===== config.mk =====
export PLATFORM = sky130hd
export DESIGN_NAME = kara_mul
export DESIGN_NICKNAME = d
export VERILOG_FILES = /design/src/rtl/kara_pkg.sv /design/src/rtl/kara_half_mem.sv /design/src/rtl/kara_clmul.sv /design/src/rtl/kara_result_bank.sv /design/src/rtl/kara_mul.sv
export SDC_FILE = /design/constraint.sdc
export NUM_CORES = 1
export LEC_CHECK = 0
export ABC_AREA = 1
export BUFFER_PORTS_ARGS = -buffer_cell sky130_fd_sc_hd__buf_2
export CELL_PAD_IN_SITES_DETAIL_PLACEMENT = 0
export CELL_PAD_IN_SITES_GLOBAL_PLACEMENT = 1
export CORE_UTILIZATION = 48
export DETAILED_ROUTE_END_ITERATION = 16
export PLACE_DENSITY_LB_ADDON = 0.1
export SLEW_MARGIN = 25
export SYNTH_ARGS = -nofsm -noshare
export SYNTH_HDL_FRONTEND = slang
export SYNTH_HIERARCHICAL = 1
export SYNTH_SLANG_ARGS = --single-unit

===== constraint.sdc =====
create_clock -name clk -period 2.8 [get_ports clk]
set_input_delay 0.42 -clock clk [delete_from_list [all_inputs] [get_ports clk]]
set_output_delay 0.42 -clock clk [all_outputs]
set_load 0.05 [all_outputs]

===== src/rtl/kara_pkg.sv =====
package kara_pkg;
  typedef enum logic [1:0] {
    OPC_LOAD_A = 2'd0,
    OPC_LOAD_B = 2'd1,
    OPC_MULT   = 2'd2,
    OPC_READ   = 2'd3
  } kara_op_e;

  typedef enum logic [1:0] {
    PH_LOW  = 2'd0,
    PH_MID  = 2'd1,
    PH_HIGH = 2'd2
  } kara_phase_e;

  typedef enum logic [1:0] {
    ST_IDLE = 2'd0,
    ST_LOAD = 2'd1,
    ST_MUL  = 2'd2,
    ST_READ = 2'd3
  } kara_state_e;
endpackage


===== src/rtl/kara_half_mem.sv =====
// One operand half: simple dual-port memory with registered read.
module kara_half_mem #(
  parameter int DW    = 8,
  parameter int DEPTH = 4,
  parameter int AW    = (DEPTH > 1) ? $clog2(DEPTH) : 1
) (
  input  logic          clk,
  input  logic          we,
  input  logic [AW-1:0] waddr,
  input  logic [DW-1:0] wdata,
  input  logic [AW-1:0] raddr,
  output logic [DW-1:0] rdata
);
  logic [DW-1:0] mem [DEPTH];

  always_ff @(posedge clk) begin
    if (we) mem[waddr] <= wdata;
    rdata <= mem[raddr];
  end
endmodule


===== src/rtl/kara_clmul.sv =====
// Word-by-word carry-less product.
module kara_clmul #(
  parameter int BW = 8
) (
  input  logic [BW-1:0]   a,
  input  logic [BW-1:0]   b,
  output logic [2*BW-1:0] p
);
  always_comb begin
    p = '0;
    for (int i = 0; i < BW; i++) begin
      if (b[i]) p = p ^ ({{BW{1'b0}}, a} << i);
    end
  end
endmodule


===== src/rtl/kara_result_bank.sv =====
// Three half-product buffers; recombination and fold applied on the read side.
module kara_result_bank #(
  parameter int P  = 13,
  parameter int BW = 4,
  parameter int HW = 2,
  parameter int KW = 3,
  parameter int NW = 4
) (
  input  logic             clk,
  input  logic             we,
  input  logic [1:0]       sel,
  input  logic [KW-1:0]    waddr,
  input  logic [BW-1:0]    wdata,
  output logic [NW*BW-1:0] cvec
);
  localparam int CW = 2 * HW;
  localparam int YB = CW * BW;
  localparam int ZW = 2 * YB;

  logic [YB-1:0] yflat [3];

  for (genvar g = 0; g < 3; g++) begin : g_ph
    logic [BW-1:0] ybuf [CW];
    always_ff @(posedge clk) begin
      if (we && sel == 2'(g)) ybuf[waddr] <= wdata;
    end
    for (genvar x = 0; x < CW; x++) begin : g_w
      assign yflat[g][x*BW +: BW] = ybuf[x];
    end
  end

  logic [YB-1:0] mid;
  logic [ZW-1:0] z;
  logic [P-1:0]  red;

  always_comb begin
    mid  = yflat[0] ^ yflat[1] ^ yflat[2];
    z    = {{YB{1'b0}}, yflat[0]}
         ^ ({{YB{1'b0}}, mid} << (HW * BW))
         ^ {yflat[2], {YB{1'b0}}};
    red  = z[P-1:0] ^ z[2*P-1:P];
    cvec = '0;
    cvec[P-1:0] = red;
  end
endmodule


===== src/rtl/kara_mul.sv =====
module kara_mul
  import kara_pkg::*;
#(
  parameter int P  = 13,
  parameter int BW = 4
) (
  input  logic          clk,
  input  logic          rst,
  input  logic          req_i,
  input  logic [1:0]    op_i,
  input  logic [BW-1:0] data_i,
  output logic [BW-1:0] res_o,
  output logic          valid_o,
  output logic          ack_o
);
  localparam int NW = (P + BW - 1) / BW;
  localparam int HW = (NW + 1) / 2;
  localparam int CW = 2 * HW;
  localparam int AW = (HW > 1) ? $clog2(HW) : 1;
  localparam int KW = $clog2(CW) + 1;
  localparam int RW = $clog2(NW) + 1;

  function automatic logic [BW-1:0] keep_mask(input int idx);
    for (int b = 0; b < BW; b++) keep_mask[b] = (idx * BW + b) < P;
  endfunction

  kara_state_e state;
  logic [KW-1:0] ld_cnt;
  logic          ld_b;
  logic [KW-1:0] mk;
  logic [AW-1:0] mi;
  kara_phase_e   mph;
  logic          issuing;
  logic          s1_v, s1_use, s1_last, s1_final;
  kara_phase_e   s1_ph;
  logic [KW-1:0] s1_k;
  logic [2*BW-1:0] pra, pra_nx, pp;
  logic [RW-1:0] rd_cnt;
  logic [NW*BW-1:0] cvec;

  // load path
  logic          ld_go, ld_tgt_b, ld_hi;
  logic [KW-1:0] ld_idx;
  logic [AW-1:0] ld_addr;
  logic [BW-1:0] ld_data;

  always_comb begin
    ld_go    = (state == ST_LOAD) ||
               (state == ST_IDLE && req_i && (op_i == OPC_LOAD_A || op_i == OPC_LOAD_B));
    ld_idx   = (state == ST_LOAD) ? ld_cnt : '0;
    ld_tgt_b = (state == ST_LOAD) ? ld_b : (op_i == OPC_LOAD_B);
    ld_hi    = int'(ld_idx) >= HW;
    ld_addr  = AW'(ld_hi ? int'(ld_idx) - HW : int'(ld_idx));
    ld_data  = data_i & keep_mask(int'(ld_idx));
  end

  // multiply issue: column mk, A word mi, B word mk-mi
  int            jj;
  logic          use_pp;
  logic [AW-1:0] jaddr;

  always_comb begin
    jj     = int'(mk) - int'(mi);
    use_pp = issuing && jj >= 0 && jj < HW;
    jaddr  = use_pp ? AW'(jj) : '0;
  end

  // memories: 0 A-low, 1 A-high, 2 B-low, 3 B-high
  logic [BW-1:0] mem_rd [4];

  for (genvar g = 0; g < 4; g++) begin : g_mem
    localparam bit IS_B  = (g >= 2);
    localparam bit IS_HI = (g % 2) == 1;
    kara_half_mem #(.DW(BW), .DEPTH(HW), .AW(AW)) u_mem (
      .clk   (clk),
      .we    (ld_go && (ld_tgt_b == IS_B) && (ld_hi == IS_HI)),
      .waddr (ld_addr),
      .wdata (ld_data),
      .raddr (IS_B ? jaddr : mi),
      .rdata (mem_rd[g])
    );
  end

  // stage 1: half-sums folded in on the way to the multiplier
  logic [BW-1:0] a_w, b_w;

  always_comb begin
    unique case (s1_ph)
      PH_LOW:  begin a_w = mem_rd[0]; b_w = mem_rd[2]; end
      PH_HIGH: begin a_w = mem_rd[1]; b_w = mem_rd[3]; end
      default: begin a_w = mem_rd[0] ^ mem_rd[1]; b_w = mem_rd[2] ^ mem_rd[3]; end
    endcase
  end

  kara_clmul #(.BW(BW)) u_clmul (.a(a_w), .b(b_w), .p(pp));

  assign pra_nx = pra ^ (s1_use ? pp : '0);

  kara_result_bank #(.P(P), .BW(BW), .HW(HW), .KW(KW), .NW(NW)) u_bank (
    .clk   (clk),
    .we    (s1_v && s1_last),
    .sel   (s1_ph),
    .waddr (s1_k),
    .wdata (pra_nx[BW-1:0]),
    .cvec  (cvec)
  );

  always_ff @(posedge clk) begin
    if (rst) begin
      state    <= ST_IDLE;
      ld_cnt   <= '0;
      ld_b     <= 1'b0;
      mk       <= '0;
      mi       <= '0;
      mph      <= PH_LOW;
      issuing  <= 1'b0;
      s1_v     <= 1'b0;
      s1_use   <= 1'b0;
      s1_last  <= 1'b0;
      s1_final <= 1'b0;
      s1_ph    <= PH_LOW;
      s1_k     <= '0;
      pra      <= '0;
      rd_cnt   <= '0;
      res_o    <= '0;
      valid_o  <= 1'b0;
      ack_o    <= 1'b0;
    end else begin
      ack_o    <= 1'b0;
      valid_o  <= 1'b0;
      s1_v     <= issuing;
      s1_use   <= use_pp;
      s1_ph    <= mph;
      s1_k     <= mk;
      s1_last  <= int'(mi) == HW - 1;
      s1_final <= issuing && mph == PH_HIGH && int'(mk) == CW - 1 && int'(mi) == HW - 1;
      if (s1_v) pra <= s1_last ? (pra_nx >> BW) : pra_nx;

      unique case (state)
        ST_IDLE: begin
          if (req_i) begin
            unique case (op_i)
              OPC_LOAD_A, OPC_LOAD_B: begin
                ld_b   <= (op_i == OPC_LOAD_B);
                ld_cnt <= KW'(1);
                state  <= ST_LOAD;
              end
              OPC_MULT: begin
                issuing <= 1'b1;
                mk      <= '0;
                mi      <= '0;
                mph     <= PH_LOW;
                pra     <= '0;
                state   <= ST_MUL;
              end
              default: begin
                rd_cnt <= '0;
                state  <= ST_READ;
              end
            endcase
          end
        end
        ST_LOAD: begin
          ld_cnt <= ld_cnt + 1'b1;
          if (int'(ld_cnt) == CW - 1) begin
            state <= ST_IDLE;
            ack_o <= 1'b1;
          end
        end
        ST_MUL: begin
          if (issuing) begin
            if (int'(mi) == HW - 1) begin
              mi <= '0;
              if (int'(mk) == CW - 1) begin
                mk <= '0;
                if (mph == PH_HIGH) issuing <= 1'b0;
                else mph <= (mph == PH_LOW) ? PH_MID : PH_HIGH;
              end else begin
                mk <= mk + 1'b1;
              end
            end else begin
              mi <= mi + 1'b1;
            end
          end
          if (s1_v && s1_final) begin
            state <= ST_IDLE;
            ack_o <= 1'b1;
          end
        end
        default: begin
          res_o   <= cvec[int'(rd_cnt)*BW +: BW];
          valid_o <= 1'b1;
          rd_cnt  <= rd_cnt + 1'b1;
          if (int'(rd_cnt) == NW - 1) begin
            state <= ST_IDLE;
            ack_o <= 1'b1;
          end
        end
      endcase
    end
  end
endmodule


==> flow_summary_export.csv <==
group,metric,value,unit
clock_tree,clockRootBuffer,"clkbuf_16",
timing,fin_skew,0.00828,ns
final_layout,diodes,0,
global_route,grt_pass1_vias,4534,
status,outcome,"finished clean",
worst_setup_path,cp-end-kind,"flop",
final_layout,final_cells,1021,
timing,final_max_slew_viol_count,0,
worst_setup_path,critical-path-top-delay-family,"XOR/XNOR gates",
worst_setup_path,crit_required,3.16,ns
clock_tree,clock_latency,0.41,ns
final_layout,drive_above_1_share,0.0888,
routing,num_vias,4853,
routing,drt.antenna.violating_nets,0,
timing,grt_setup_unrepaired,"no",
final_layout,fillerInstances,1215,
clock_tree,cts_max_level,4,
worst_setup_path,setup.worst_path.start_class,"flop",
yosys,syn_area_per_cell,8.16,µm²
timing,worst_pin_slew,0.691,ns
yosys,syn_area,6520,µm²
worst_setup_path,arrival,2.76,ns
timing,period_needed,2.40,ns
clock_tree,max-clock-path-buffers,2,
power,leakage,3.37,nW
die,initial_utilization,0.492,
clock_tree,cts_sinks,134,
die,die-area,14000,µm²
routing,drc,0,
placed_design,routabilityCongestion,0.821,
routing,first_pass_iters,5,
power,ir_drop,0.449,mV
final_layout,final_core_util,0.556,
power,p_per_area,721,nW/µm²
worst_setup_path,path_common_cell,"nand2_1",
hold_path,hold_path.class,"in2reg",
clock_tree,numCtsBuffers,17,
timing,finalHoldViolCount,0,
clock_tree,cts_tree,"built",
timing,hold_ws,0.342,ns
final_layout,area_growth,13.0,%
routing,viasPerCell,4.75,
timing,tns,0,ns
global_route,grt_overflow,0,
global_route,grt_pass1_wl,21400,µm
timing,slew_headroom,0.538,
final_layout,final_nets,852,
worst_setup_path,path_class,"reg2reg",
yosys,syn_inst,799,
placed_design,hpwl,9560,µm
worst_setup_path,crit_path_top_delay_cell,"dfxtp_1",
placed_design,post-place-cells,989,
routing,drt_iter0_markers,189,
global_route,track_usage,0.200,
timing,finalSetupViolations,0,
die,die_h,119,µm
power,finalPower,5.31,mW
timing,layout_worst_path_cycle_share,0.857,
die,dieWidth,119,µm
die,num_rows,42,
global_route,antenna_found_initial,0,
run,cap_violations,0,
clock_tree,cts.reportedPaths.clkPinSlew,0.06,ns
worst_setup_path,path_max_fanout,13,
clock_tree,cts_setup_buffers,0,
die,io_pins,15,
worst_setup_path,critPathBufInv,2,
timing,fmax,417,MHz
placed_design,io_buffers,14,
worst_setup_path,crit_chain,"inv_1, nand2_1, nand2_1, xor2_1, nand2_2, xnor2_1, nand2_1, nand2_1, nand2_1, xnor2_4, nand2_1, nand3_1, nand2_1, inv_1",
worst_setup_path,critPathMaxStageDelay,0.48,ns
routing,wl,12900,µm
die,coreArea,13200,µm²
yosys,yosysWarnings,6,
global_route,grt_max_degree,24,
routing,wl_per_cell,12.6,µm
-- worst reg2reg max path, cell delays in order (launching register included) --
cell and delay (ns):
dfxtp_1 0.48, inv_1 0.07, nand2_1 0.20, nand2_1 0.10, xor2_1 0.41, nand2_2 0.11
xnor2_1 0.17, nand2_1 0.06, nand2_1 0.06, nand2_1 0.11, xnor2_4 0.32, nand2_1 0.08
nand3_1 0.08, nand2_1 0.05, inv_1 0.06
-- layout make-up --
cell class	instances	area (µm²)	area share
clock inverter	12	75.1	0.0102
tap	176	220	0.0299
multi-input combinational	549	2590	0.352
sequential	134	3480	0.473
clock buffer	20	457	0.0620
timing repair buffer	22	130	0.0177
inverter	108	407	0.0552
-- registers in the layout (all words and copies together) (netlist names), 2 cells and up --
name	flops
s1_ph	2
ld_cnt	3
mph	2
rd_cnt	3
g_mem.u_mem/rdata	16
state	2
mk	3
res_o	4
u_bank/g_ph.ybuf	48
g_mem.u_mem/mem	32
pra	8
s1_k	2
-- final timing paths --
check,start,endpoint,slack [ns],depth (start not counted)
worst min register to register,g_mem[3].u_mem/mem[0][2],g_mem[3].u_mem/rdata[2],0.44,2
worst max-delay path,s1_ph[0],pra[3],0.40,14
worst max register to register,s1_ph[0],pra[3],0.40,14
worst min-delay path,op_i[0],ld_b,0.34,3
-- layout by cell type, fill, tap and decap left out, types with 4 or more instances in the layout --
cell type	instances
a21oi_1	21
clkbuf_16	17
nand3_1	35
buf_4	8
dfxtp_1	54
ha_1	11
xnor2_1	19
buf_2	14
inv_1	97
nand2_1	302
inv_2	9
nand3b_1	9
nor2_1	77
conb_1	4
nand4_1	4
nand2_2	4
edfxtp_1	80
xor2_1	19
o21ai_0	27
clkinv_2	6
inv_4	4
-- routing by layer --
layer	wire length [µm]	share of wire	vias to the layer above	track usage
met4	199	0.015	0	0.0791
met5	0	0	-	0
met1	5820	0.45	2203	0.239
met3	315	0.024	13	0.0420
li1	-	-	2577	-
met2	6530	0.51	60	0.351
-- timing repair --
| item | in CTS | in global routing |
|---|---|---|
| endpoints found under the hold margin | 0 | 0 |
| setup endpoints to repair | 0 | 13 |
| resized for setup | 0 | 2 |
| hold buffers | 0 | 0 |
-- where the power goes --
group	leakage (nW)	internal (mW)	total (mW)	switching, mW
clock network	0.271	1.17	1.98	0.812
logic	1.95	0.346	1.00	0.659
registers	1.15	2.22	2.32	0.0996
-- through the flow --
step | instance area, µm² | worst slack, ns
floorplan | 6520 | 0.564
global placement | 6810 | 0.243
detailed placement | 6810 | 0.0717
CTS | 7340 | 0.0684
global route | 7360 | 0.0890
finish | 7360 | 0.401
Note: power is estimated with default switching activity, not from simulation.
